File: src/rtl/spim_pkg.sv
package spim_pkg;

   localparam int ADDR_W = 3;

   localparam logic [ADDR_W-1:0] OFS_MODE = 3'd0;
   localparam logic [ADDR_W-1:0] OFS_RXD  = 3'd1;
   localparam logic [ADDR_W-1:0] OFS_TXD  = 3'd2;
   localparam logic [ADDR_W-1:0] OFS_CTRL = 3'd3;
   localparam logic [ADDR_W-1:0] OFS_STAT = 3'd4;
   localparam logic [ADDR_W-1:0] OFS_DIV  = 3'd6;

   // packed so that field order equals mode bits 4..0
   typedef struct packed {
      logic lead_smp;   // 1: sample on leading SCK edge
      logic enable;
      logic lsb_first;
      logic idle_hi;
      logic loop_back;
   } mode_t;

endpackage

File: src/rtl/spim_clkdiv.sv
module spim_clkdiv #(
   parameter int DIV_W = 8
) (
   input  logic             clk,
   input  logic             rst_n,
   input  logic             run,
   input  logic [DIV_W-1:0] div,
   output logic             tick
);
   localparam int CW = DIV_W + 1;

   logic [CW-1:0] cnt;
   logic [CW-1:0] limit;

   // half period of 2*(div+1) cycles: count 0 .. 2*div+1
   assign limit = {div, 1'b1};
   assign tick  = run && (cnt == limit);

   always_ff @(posedge clk or negedge rst_n) begin
      if (!rst_n)
         cnt <= '0;
      else if (!run || tick)
         cnt <= '0;
      else
         cnt <= cnt + 1'b1;
   end
endmodule

File: src/rtl/spim_engine.sv
module spim_engine #(
   parameter int BITS = 8
) (
   input  logic            clk,
   input  logic            rst_n,
   input  logic            en,
   input  logic            lead_smp,
   input  logic            lsb_first,
   input  logic            start,
   input  logic            tick,
   input  logic [BITS-1:0] tx_byte,
   input  logic            din,
   output logic            active,
   output logic            tail,
   output logic            sck_q,
   output logic            mosi_q,
   output logic            done,
   output logic [BITS-1:0] rx_word
);
   localparam int EW = $clog2(2 * BITS);
   localparam logic [EW-1:0] LAST_EDGE = EW'(2 * BITS - 1);

   logic [BITS-1:0] sh, rx, tx_rev, tx_ord, rx_fin, rx_rev;
   logic [EW-1:0]   ecnt;
   logic            leading, last;

   genvar gi;
   generate
      for (gi = 0; gi < BITS; gi++) begin : g_rev
         assign tx_rev[gi] = tx_byte[BITS-1-gi];
         assign rx_rev[gi] = rx_fin[BITS-1-gi];
      end
   endgenerate

   assign tx_ord  = lsb_first ? tx_rev : tx_byte;
   assign leading = !ecnt[0];
   assign last    = (ecnt == LAST_EDGE);
   assign done    = active && tick && last;
   // last edge is trailing: it samples only in trailing-sample mode
   assign rx_fin  = lead_smp ? rx : {rx[BITS-2:0], din};
   assign rx_word = lsb_first ? rx_rev : rx_fin;

   always_ff @(posedge clk or negedge rst_n) begin
      if (!rst_n) begin
         active <= 1'b0;
         tail   <= 1'b0;
         sck_q  <= 1'b0;
         mosi_q <= 1'b0;
         ecnt   <= '0;
         sh     <= '0;
         rx     <= '0;
      end else begin
         tail <= 1'b0;
         if (!en) begin
            active <= 1'b0;
            sck_q  <= 1'b0;
            ecnt   <= '0;
         end else if (start && !active) begin
            active <= 1'b1;
            ecnt   <= '0;
            sck_q  <= 1'b0;
            rx     <= '0;
            if (lead_smp) begin
               mosi_q <= tx_ord[BITS-1];
               sh     <= {tx_ord[BITS-2:0], 1'b0};
            end else begin
               sh <= tx_ord;
            end
         end else if (active && tick) begin
            sck_q <= ~sck_q;
            ecnt  <= ecnt + 1'b1;
            if (leading == lead_smp)
               rx <= {rx[BITS-2:0], din};
            else if (!last) begin
               mosi_q <= sh[BITS-1];
               sh     <= {sh[BITS-2:0], 1'b0};
            end
            if (last) begin
               active <= 1'b0;
               tail   <= 1'b1;
            end
         end
      end
   end
endmodule

File: src/rtl/spim_regs.sv
module spim_regs
   import spim_pkg::*;
#(
   parameter int DIV_W = 8
) (
   input  logic              clk,
   input  logic              rst_n,
   input  logic [ADDR_W-1:0] addr,
   input  logic              wr,
   input  logic              rd,
   input  logic [7:0]        wdata,
   output logic [7:0]        rdata,
   input  logic              done,
   input  logic [7:0]        rx_word,
   input  logic              busy,
   output mode_t             mode,
   output logic [7:0]        txd,
   output logic [DIV_W-1:0]  div,
   output logic              start,
   output logic              rx_ready
);
   logic [7:0] rxd;

   assign start = wr && (addr == OFS_CTRL) && wdata[0] && mode.enable && !busy;

   always_ff @(posedge clk or negedge rst_n) begin
      if (!rst_n) begin
         mode     <= '0;
         txd      <= '0;
         div      <= '0;
         rxd      <= '0;
         rx_ready <= 1'b0;
      end else begin
         if (wr) begin
            case (addr)
               OFS_MODE: mode <= mode_t'(wdata[4:0]);
               OFS_TXD:  txd  <= wdata;
               OFS_DIV:  div  <= wdata[DIV_W-1:0];
               default: ;
            endcase
         end
         if (done) begin
            rxd      <= rx_word;
            rx_ready <= 1'b1;
         end else if (rd && (addr == OFS_RXD)) begin
            rx_ready <= 1'b0;
         end
      end
   end

   always_comb begin
      case (addr)
         OFS_MODE: rdata = {3'b000, mode};
         OFS_RXD:  rdata = rxd;
         OFS_TXD:  rdata = txd;
         OFS_STAT: rdata = {6'd0, busy, rx_ready};
         OFS_DIV:  rdata = 8'(div);
         default:  rdata = 8'h00;
      endcase
   end
endmodule

File: src/rtl/byte_spi_master.sv
module byte_spi_master
   import spim_pkg::*;
#(
   parameter int DIV_W = 8
) (
   input  logic              clk,
   input  logic              rst_n,
   input  logic [ADDR_W-1:0] reg_addr,
   input  logic              reg_wr,
   input  logic              reg_rd,
   input  logic [7:0]        reg_wdata,
   output logic [7:0]        reg_rdata,
   output logic              spi_sck,
   output logic              spi_mosi,
   input  logic              spi_miso,
   output logic              irq
);
   initial begin
      assert (DIV_W >= 1 && DIV_W <= 8)
         else $error("DIV_W must be within 1..8");
   end

   mode_t            mode;
   logic [7:0]       txd, rx_word;
   logic [DIV_W-1:0] div;
   logic             start, rx_ready, done, tick;
   logic             active, tail, busy, sck_q, mosi_q, din;

   assign busy = active | tail;
   assign din  = mode.loop_back ? mosi_q : spi_miso;

   spim_regs #(.DIV_W(DIV_W)) u_regs (
      .clk(clk), .rst_n(rst_n), .addr(reg_addr), .wr(reg_wr), .rd(reg_rd),
      .wdata(reg_wdata), .rdata(reg_rdata), .done(done), .rx_word(rx_word),
      .busy(busy), .mode(mode), .txd(txd), .div(div), .start(start),
      .rx_ready(rx_ready)
   );

   spim_clkdiv #(.DIV_W(DIV_W)) u_div (
      .clk(clk), .rst_n(rst_n), .run(active), .div(div), .tick(tick)
   );

   spim_engine #(.BITS(8)) u_eng (
      .clk(clk), .rst_n(rst_n), .en(mode.enable), .lead_smp(mode.lead_smp),
      .lsb_first(mode.lsb_first), .start(start), .tick(tick), .tx_byte(txd),
      .din(din), .active(active), .tail(tail), .sck_q(sck_q),
      .mosi_q(mosi_q), .done(done), .rx_word(rx_word)
   );

   assign spi_sck  = mode.enable ? (sck_q ^ mode.idle_hi) : mode.idle_hi;
   assign spi_mosi = mode.enable & mosi_q;
   assign irq      = rx_ready;
endmodule

File: config.mk
export PLATFORM = sky130hd
export DESIGN_NAME = byte_spi_master
export DESIGN_NICKNAME = d
export VERILOG_FILES = /design/src/rtl/spim_pkg.sv /design/src/rtl/spim_clkdiv.sv /design/src/rtl/spim_engine.sv /design/src/rtl/spim_regs.sv /design/src/rtl/byte_spi_master.sv
export SDC_FILE = /design/constraint.sdc
export NUM_CORES = 1
export LEC_CHECK = 0
export BUFFER_PORTS_ARGS = -buffer_cell sky130_fd_sc_hd__buf_2
export CORE_AREA = 2 2 120 122
export DETAILED_ROUTE_END_ITERATION = 12
export DIE_AREA = 0 0 122 124
export GPL_ROUTABILITY_DRIVEN = 1
export GPL_TIMING_DRIVEN = 0
export MAX_ROUTING_LAYER = met4
export PLACE_DENSITY_LB_ADDON = 0.12
export SYNTH_ARGS = -nofsm -noshare
export SYNTH_HDL_FRONTEND = slang
export SYNTH_SLANG_ARGS = --single-unit
File: constraint.sdc
create_clock -name clk -period 1.9 [get_ports clk]
set_clock_uncertainty 0.15 [all_clocks]
set_input_delay 0 -clock clk [delete_from_list [all_inputs] [get_ports clk]]
set_output_delay 0 -clock clk [all_outputs]
set_load 0.01 [all_outputs]
==> Word level (Yosys, flattened, before mapping) <==
Index checks and enable logic that the tools add are counted.
{ "classes": {"add_sub_neg": 2, "eq_ne": 13, "n_mux": 36, "bitwise_logic": 4, "n_reduce_logical": 24} }
{ "ops": {"columns": ["operator", "n"], "rows": [
  ["two-way mux 8 bit", 11],
  ["one-hot mux 8 bit (5 select lines)", 1],
  ["two-way mux 1 bit", 20],
  ["two-way mux 4 bit", 3],
  ["adder 9 x 1 -> 9 bit, second input constant", 1],
  ["== test 9 bit", 1],
  ["logical AND 1 bit", 9],
  ["two-way mux 9 bit", 1],
  ["AND reduction 2 bit", 4],
  ["== test 3 x 2 -> 1 bit, second input constant", 2],
  ["== test 3 bit, second input constant", 2],
  ["inequality test 3 x 1 -> 1 bit, second input constant", 2],
  ["nonzero test 2 bit", 3],
  ["AND reduction 5 bit", 1],
  ["adder 4 x 1 -> 4 bit, second input constant", 1],
  ["== test 4 bit, second input constant", 1],
  ["inequality test 2 bit, second input constant", 2],
  ["AND reduction 4 bit", 1],
  ["== test 3 x 1 -> 1 bit, second input constant", 1],
  ["logical NOT 1 bit", 3],
  ["logical NOT 3 bit", 1],
  ["AND reduction 3 bit", 1],
  ["inequality test 2 x 1 -> 1 bit, second input constant", 1],
  ["AND 1 bit", 1],
  ["5 further kinds", 5]
]} }
{ "totals": {"register_bits": 63, "in_bits": 16, "output_inout_bits": 11, "elab_cells": 96} }

==> Logic depth before layout (Yosys ltp) <==
Gate-level depths: netlist (run 1).
{ "depth": {"depth_word": 8, "depth_mapped": 7, "depth_no_buf": 6} }

==> Modules after synthesis <==
Synthesis (run 1) repeated with hierarchy kept, for this count alone.
{ "unflattened": {"hier_cells": 302, "hier_area_um2": 3573.4} }
{ "modules_own_cells": {"columns": ["module", "n_inst", "cells_each", "area_each_um2", "seq_area_each_um2"], "rows": [
  ["spim_engine", 1, 144, 1551.5, 600.6],
  ["spim_regs", 1, 102, 1480.2, 750.7],
  ["spim_clkdiv", 1, 51, 501.7, 225.2],
  ["byte_spi_master", 1, 5, 40.0, 0.0]
]} }

==> Worst setup path after synthesis (run 1) <==
OpenSTA, ideal clock, no wires.
{ "synth_path": {"kind": "register to register", "from": "reg u_eng.ecnt[0]", "to": "reg u_eng.mosi_q", "setup_time_ns": 0.126, "arrival_ns": 1.626, "required_time_ns": 1.624, "setup_slack_ns": -0.002, "stages_incl_launch_ff": 6, "path_buffers": 0, "synth_period_minus_slack_ns": 1.902, "path_cell_list": "dfrtp_1 > ha_1 > and3_1 > nor3b_2 > nand4_2 > o311a_1"} }
{ "synth_between": {"elab_chain_cells": 4, "elab_cells_between_ends": 6, "cone_classes": "eq/ne (4); reduce/logical (2)"} }
{ "synth_rtl": {"columns": ["item", "line_no", "text"], "rows": [
  ["start, declared", "spim_engine.sv:24", "logic [EW-1:0] ecnt;"],
  ["start signal, assigned", "spim_engine.sv:71", "ecnt <= ecnt + 1'b1;"],
  ["logical NOT 1 bit", "spim_engine.sv:36", "assign leading = !ecnt[0];"],
  ["== test 1 bit", "spim_engine.sv:72", "if (leading == lead_smp)"],
  ["inequality test 2 x 1 -> 1 bit (no source line)", null, null],
  ["AND reduction 5 bit (no source line) (*)", null, null],
  ["end signal, assigned", "spim_engine.sv:64", "mosi_q <= tx_ord[BITS-1];"],
  ["end signal, assigned", "spim_engine.sv:75", "mosi_q <= sh[BITS-1];"],
  ["end, declared", "spim_engine.sv:16", "output logic mosi_q,"]
]} }
Every way passes the cells marked *; elsewhere a longest branch is shown, timed or not.
A chain may end at the register's enable or synchronous reset.

==> Worst setup path in the final report (run 1) <==
{ "layout_path": {"from": "reg u_regs.div[5]", "to": "reg u_eng.rx[5]"} }
{ "layout_between": {"elab_chain_cells": 5} }
{ "layout_rtl": {"columns": ["item", "line_no", "text"], "rows": [
  ["start, declared", "spim_regs.sv:18", "output logic [DIV_W-1:0] div,"],
  ["start signal, assigned", "spim_regs.sv:38", "OFS_DIV: div <= wdata[DIV_W-1:0];"],
  ["== test 9 bit", "spim_clkdiv.sv:17", "assign tick = run && (cnt == limit);"],
  ["logical AND 1 bit", "spim_clkdiv.sv:17", null],
  ["logical AND 1 bit", "spim_engine.sv:69", "end else if (active && tick) begin"],
  ["nonzero test 2 bit (no source line)", null, null],
  ["AND reduction 3 bit (no source line)", null, null],
  ["end signal, assigned", "spim_engine.sv:73", "rx <= {rx[BITS-2:0], din};"],
  ["end, declared", "spim_engine.sv:23", "logic [BITS-1:0] sh, rx, tx_rev, tx_ord, rx_fin, rx_rev;"]
]} }
Every way passes these cells.

==> results of run 1 <==
[cells by family after synthesis]
kind of cell | synth area share
buf+inv | 0.0356
fa+ha+maj | 0.00735
simple gates | 0.155
xor+xnor | 0.0537
compound gates | 0.0897
mux | 0.195
flops | 0.463
[cells in the mapped netlist]
cell type,number
buf_2,13
and2_1,3
a21o_1,1
nor3_1,2
xnor2_2,1
buf_4,1
nand2b_1,5
ha_1,2
and3_1,4
nor3b_2,2
nand4_2,2
nor4_1,1
dfrtp_1,63
nand3b_1,1
a22oi_1,3
clkbuf_1,2
mux2_4,1
xor2_1,11
a21oi_1,22
o22ai_1,2
and4_1,1
nand2_1,25
nor3_4,1
nor2_1,29
or4_1,1
a211o_1,2
or3_1,2
mux2i_1,21
mux4_2,6
inv_1,8
mux2_2,27
o311a_1,1
xnor2_1,8
nand4_1,3
o31ai_1,1
nand4b_1,1
o211ai_1,1
nand3_1,16
buf_1,3
nor2b_1,4
o21ai_0,22
[layout make-up]
cell class	count	area, sq um
Buffer	18	148
Clock inverter	5	57.6
Clock buffer	11	243
Tap cell	180	225
Sequential cell	63	1580
Timing Repair Buffer	62	474
Inverter	8	30.0
Fill cell	1430	9190
Multi-Input combinational cell	235	1770
[layer usage]
layer  vias up  wire length (um)  track usage
met5         -                 0            -
met3        14               217       0.0183
met2        42              4260        0.220
li1       1299                 -            -
met1      1279              4740        0.190
met4         0               191       0.0582
[what timing repair did]
| action | in CTS | in global routing |
|---|---|---|
| hold endpoints to repair | 86 | 0 |
| gates resized for setup | 20 | 29 |
| hold buffers | 11 | 0 |
| endpoints found under the setup margin | 40 | 41 |
| setup buffers | 16 | 9 |
| pin swaps | 7 | 9 |
[power by group through the flow]
stage	Combinational, mW	Clock, mW	Sequential (mW)
after CTS	1.05	1.71	1.77
after global placement	0.962	0	1.79
after floorplan	0.726	0	1.71
after detailed placement	0.969	0	1.80
after global routing	1.23	1.78	1.81
final	1.10	1.67	1.77
[worst max-delay path: stages, from the launching register on]
cell and delay [ps]:
dfrtp_1 410, xor2_1 200, nor3_4 330, buf_6 160
nand4_1 80, buf_4 170, buf_4 160, nand3_1 70
o21ai_0 80
[through the flow]
step	hold slack, ps	area [sq um]	power, mW	setup WS [ps]	setup TNS (ps)
2_1_floorplan	-446	3400	2.43	-1.56	-1.56
5_1_grt	178	4530	4.82	-143	-2250
3_5_place_dp	23.1	3760	2.77	-356	-6140
4_1_cts	104	4380	4.54	-17.7	-85.2
3_3_place_gp	109	3760	2.75	-362	-5760
6_report	146	4530	4.54	-40.1	-229
[flip-flops by register name (all words and copies together) (netlist names)]
signal and flops:
u_div.cnt 9, u_eng.rx 8, u_eng.sh 8, u_regs.div 8, u_regs.rxd 8, u_regs.txd 8, u_regs.mode 5, u_eng.ecnt 4
u_eng.active 1, u_eng.mosi_q 1, u_eng.sck_q 1, u_eng.tail 1, u_regs.rx_ready 1
[final timing paths]
kind                                    start  slack [ps]            end  cells past startpoint
worst max-delay path            u_regs.div[5]         -40    u_eng.rx[5]                      8
worst min-delay path                    rst_n         150   u_div.cnt[6]                      2
worst min register to register   u_div.cnt[0]         350   u_div.cnt[0]                      1
max in group asynchronous               rst_n         820  u_eng.ecnt[0]                      2
min in group clk                       reg_wr         150  u_regs.div[1]                      3
worst max register to register  u_regs.div[5]         -40    u_eng.rx[5]                      8
==> results by group, run 1 <==
Timing
  • Tmin final: 1940 ps
  • Relative slew slack: 0.425
  • Worst-Margin Slew: around 860 ps
  • Period utilization: 1.02
  • Number of setup violations in the final report: 10
  • Final hold violations: 0
  • Pins over their slew limit: 0
  • Maximum operating frequency: 0.515 GHz
  • RSZ-0062 raised after global routing: yes
  • Final worst slack: -40.1 ps

Clock tree
  • Worst-Skew Late Latency: 340 ps
  • CTS H-Tree Depth: 3
  • Root buffer cell: clkbuf_16
  • Max clock buf depth: 2
  • CTS tree: built
  • CTS clk-pin slew, worst paths: 60 ps
  • Inserted Clock Buffers: 9
  • Clk sinks: 63

Die
  • I/O Pins: 27
  • Die area: 0.0151 sq mm
  • Die height: about 120 um
  • Initial Util: 0.248
  • Placeable Area: between 0.01 and 0.015 sq mm
  • Row cnt: between 40 and 50
  • Die W: 122 um

Critical path
  • CP required: 1960 ps
  • CP arrival: around 2000 ps
  • Crit start category: register
  • CP Max Fanout: 10
  • Crit end category: register
  • Critical path type: register to register

Pwr
  • Net Sw Frac: 0.301
  • Sequential share of power: 0.390
  • Psw: 1.37 mW
  • Cell Pwr Density: 1000 mW/mm^2
  • Clk pwr share: 0.368
  • Cell-internal power: 3.17 mW
  • Leakage: 2.06 nW
  • VDD IR max: 0.000467 V
  • Power share of the combinational group: 0.242

Layout
  • Most frequent cells in the layout: 62 x dfrtp_1, 28 x buf_2, 27 x nor2_1, 27 x mux2_2, 23 x buf_4
  • Post-layout net count: 415
  • Synthesis-to-finish area growth: 33.0%
  • Number of diodes: 0
  • Layout cells sized above 1: 0.326
  • Commonest non-fill, non-tap cell in the layout: dfrtp_1
  • Final cell count without fillers: between 500 and 600
  • Fin util: 0.330

Place
  • Post-DP HPWL: 6720 um
  • Placed insts: 531
  • IO Port Bufs: 26
  • GP Congestion: between 0.7 and 0.8

Global routing
  • First-pass GRT wire length: roughly 16000 um
  • Initial antenna violation count: 0
  • Pin count of the biggest net entering global routing: 64
  • Number of global-route vias before repair: about 2.8k
  • GRT Util Overall: 0.142
  • Total global routing overflow: 0

Route
  • Via Count: 2634
  • Total routed wirelength: between 9000 and 10000 um
  • Drt drc: 0
  • Initial drt markers: 71
  • Drt wl/cell: approximately 16 um
  • Pre-Repair DR Iteration Count: 4
  • Routed Antenna Nets: 0
  • Via density: 4.53

Logic synthesis
  • Ranking of synthesized cells by area: dfrtp_1 46%, mux2_2 8.9%, mux2i_1 6.2%
  • Top cell type's share of synthesized area: 0.463
  • Cells after Synth: approximately 330
  • Synth warn: 0
  • Area of the mapped netlist: 0.00340 sq mm
  • Flops & latches, synth: 63
  • Post-synthesis sequential area ratio: 0.463
  • Post-synth cell types: 41
  • Synth area leader: dfrtp_1
  • Syn nets: 343
  • Syn avg cell area: ~10 sq um

Worst hold path
  • Worst min path class: input pin to async pin

Status
  • Failing checks: negative setup slack
  • Outcome: complete, but fails checks

Run
  • Max-cap violation count: 0
Power figures use the tool's default switching activity.
==> run 2: changes to the inputs <==
BUFFER_PORTS_ARGS = default   (was -buffer_cell sky130_fd_sc_hd__buf_2)
DONT_BUFFER_PORTS = 1   (was default)
==> run 2 against run 1 <==
  * The flow still finishes with violations (negative setup slack)
  * Fmax down 0.16%
  * Setup slack worse by 3.1 ps
  * Power up 3.2%
  * First-iteration DRC count up 90%
  * Cell area down 0.41%
  * Clock-buffer cell count up 2
  * Register-to-register slack about the same
  * Critical endpoint is now u_eng.rx[0]
  * Critical path type unchanged
  * Final cell count down 4.0%
  * Wire length up 2.2%
  * Via count down 1.6%
  * Clock power up 9%
  * Global-route usage down 0.33 points
  * Largest cell class unchanged
==> results by group, run 2 (synthesized netlist as in run 1, its figures left out) <==
Timing
  • Min Hold Slack: 37.7 ps (-108 ps)
  • Relative slew slack: 0.424 (-0.00146)
  • Tmin final: 1940 ps (+3.10 ps)
  • Final hold violations: 0 (unchanged)
  • Worst-Margin Slew: 857 ps (+2.18 ps)
  • Period utilization: 1.02 (+0.00163)
  • Setup_tns: -53.9 ps (+175 ps)
  • RSZ-0062 raised after global routing: yes
  • Maximum operating frequency: 0.515 GHz (-0.16%)
  • Final worst slack: -43.2 ps (-3.10 ps)
  • Pins over their slew limit: 0 (unchanged)
  • Number of setup violations in the final report: 3 (-7)

Layout
  • Biggest register: u_div.cnt
  • Register area: 0.00158 sq mm (+0.24%)
  • Max FFs per register: 9 (unchanged)
  • Layout cells sized above 1: 0.306 (-0.0198)
  • Fill cells: 1421 (-0.63%)
  • Number of diodes: 0 (unchanged)
  • Multi-input logic area: 0.00184 sq mm (+3.9%)
  • Synthesis-to-finish area growth: 32.4%
  • Post-layout net count: 392 (-5.5%)
  • Most frequent cells in the layout: 59 x dfrtp_1, 28 x nor2_1, 27 x mux2_2
  • Commonest non-fill, non-tap cell in the layout: dfrtp_1

Critical path
  • Slowest cell on crit path: dfrtp_2
  • CP required: 1960 ps (about the same)
  • Crit path top cell by count: buf_6
  • Critical Path Max Stage Delay: 440 ps (+30 ps)
  • Crit path buf inv count: 2 (-1)
  • Crit path max-delay family: simple AND/OR/NAND/NOR gates
  • Critical path type: register to register
  • Crit start category: register
  • CP arrival: 2010 ps (about the same)
  • CP Max Fanout: 4 (-6)
  • Crit end category: register
  • Critical-path cell list: xor2_2, nor3_4, buf_6, nand4_1, buf_6, and3_4, a21o_1

Global routing
  • Number of global-route vias before repair: 2645 (-3.9%)
  • Pin count of the biggest net entering global routing: 64 (unchanged)
  • First-pass GRT wire length: 15100 um (-2.9%)
  • Initial antenna violation count: 0 (unchanged)
  • Total global routing overflow: 0 (unchanged)
  • GRT Util Overall: 0.139 (-0.00326)

Die
  • Die W: 122 um (unchanged)
  • I/O Pins: 27 (unchanged)
  • Placeable Area: 0.0137 sq mm (unchanged)
  • Die height: 124 um (unchanged)
  • Die area: 0.0151 sq mm (unchanged)
  • Row cnt: 43 (unchanged)
  • Initial Util: 0.248 (unchanged)

Pwr
  • Cell Pwr Density: 1040 mW/mm^2 (+3.6%)
  • VDD IR max: 0.000412 V (-12%)
  • Leakage: 2.00 nW (-3.0%)

Place
  • Post-DP HPWL: 6790 um (+1.1%)
  • GP Congestion: 0.716 (-1.2%)
  • IO Port Bufs: 0 (-100%)

Clock tree
  • CTS clk-pin slew, worst paths: 60 ps (about the same)
  • Root buffer cell: clkbuf_16
  • CTS H-Tree Depth: 3 (unchanged)
  • Inserted Clock Buffers: 9 (unchanged)
  • Max clock buf depth: 2 (unchanged)
  • Worst-Skew Late Latency: 330 ps (about the same)
  • CTS tree: built
  • Clk sinks: 63 (unchanged)

Route
  • Via density: 4.64 (+2.4%)
  • Drt drc: 0 (unchanged)
  • Total routed wirelength: 9620 um (+2.2%)
  • Initial drt markers: 135 (+90%)
  • Routed Antenna Nets: 0 (unchanged)
  • Via Count: 2591 (-1.6%)
  • Pre-Repair DR Iteration Count: 4 (unchanged)
  • Drt wl/cell: 17.2 um (+6.4%)

Worst hold path
  • Worst min path class: input pin to register

Status
  • Failing checks: negative setup slack
  • Outcome: complete, but fails checks

Run
  • Max-cap violation count: 0 (unchanged)
## run 2: per-layer routing
layer | track usage | up-vias | routed length, um
met5 | - | - | 0
met4 | 0.0438 | 0 | 167
met3 | 0.0307 | 12 | 240
met2 | 0.216 | 36 | 4480
met1 | 0.181 | 1297 | 4730
li1 | - | 1246 | -
## run 2: stage by stage
step	power (mW)	cells	setup slack, ps	cell area [sq um]	util
final	4.69	559	-43.2	4510	0.329
after global routing	4.96	559	-93.1	4510	0.329
after CTS	4.64	548	-56.7	4300	0.314
after detailed placement	2.69	505	-384	3630	0.265
after global placement	2.68	505	-380	3630	0.265
after floorplan	2.43	325	-1.56	3400	-
## run 2: what timing repair did
| item | CTS | global route |
|---|---|---|
| gates cloned | 1 | 0 |
| setup buffers | 10 | 11 |
| endpoints found under the hold margin | 87 | 0 |
| endpoints found under the setup margin | 40 | 33 |
| hold buffers | 17 | 0 |
| pin swaps | 6 | 18 |
| gates resized for setup | 26 | 35 |
## run 2: where the power goes
group	switching (mW)	internal, mW	total [mW]
Clock	0.599	1.22	1.82
Sequential	0.219	1.56	1.78
Combinational	0.543	0.550	1.09
## run 2: layout make-up
type	instances	share of cell area
Clock inverter	3	0.0144
Sequential cell	63	0.351
Timing Repair Buffer	39	0.0830
Multi-Input combinational cell	235	0.408
Inverter	8	0.00666
Tap cell	180	0.0500
Buffer	18	0.0291
Clock buffer	13	0.0577
## run 2: worst reg2reg max path, stage by stage, from the launching register on
cell	delay, ps
dfrtp_2	440
xor2_2	200
nor3_4	300
buf_6	170
nand4_1	100
buf_6	160
and3_4	170
a21o_1	150
## run 2: final timing paths
| kind | startpoint | end | slack [ps] | depth (start not counted) |
|---|---|---|---|---|
| setup / recovery | u_div.cnt[6] | u_eng.rx[0] | -40 | 7 |
| setup reg to reg | u_div.cnt[6] | u_eng.rx[0] | -40 | 7 |
| max in group asynchronous | rst_n | u_eng.ecnt[0] | 1240 | 2 |
| hold reg to reg | u_regs.rxd[0] | u_regs.rxd[0] | 350 | 2 |
| hold / removal | reg_wr | u_regs.div[4] | 40 | 2 |
| min in group asynchronous | rst_n | u_div.cnt[8] | 70 | 2 |
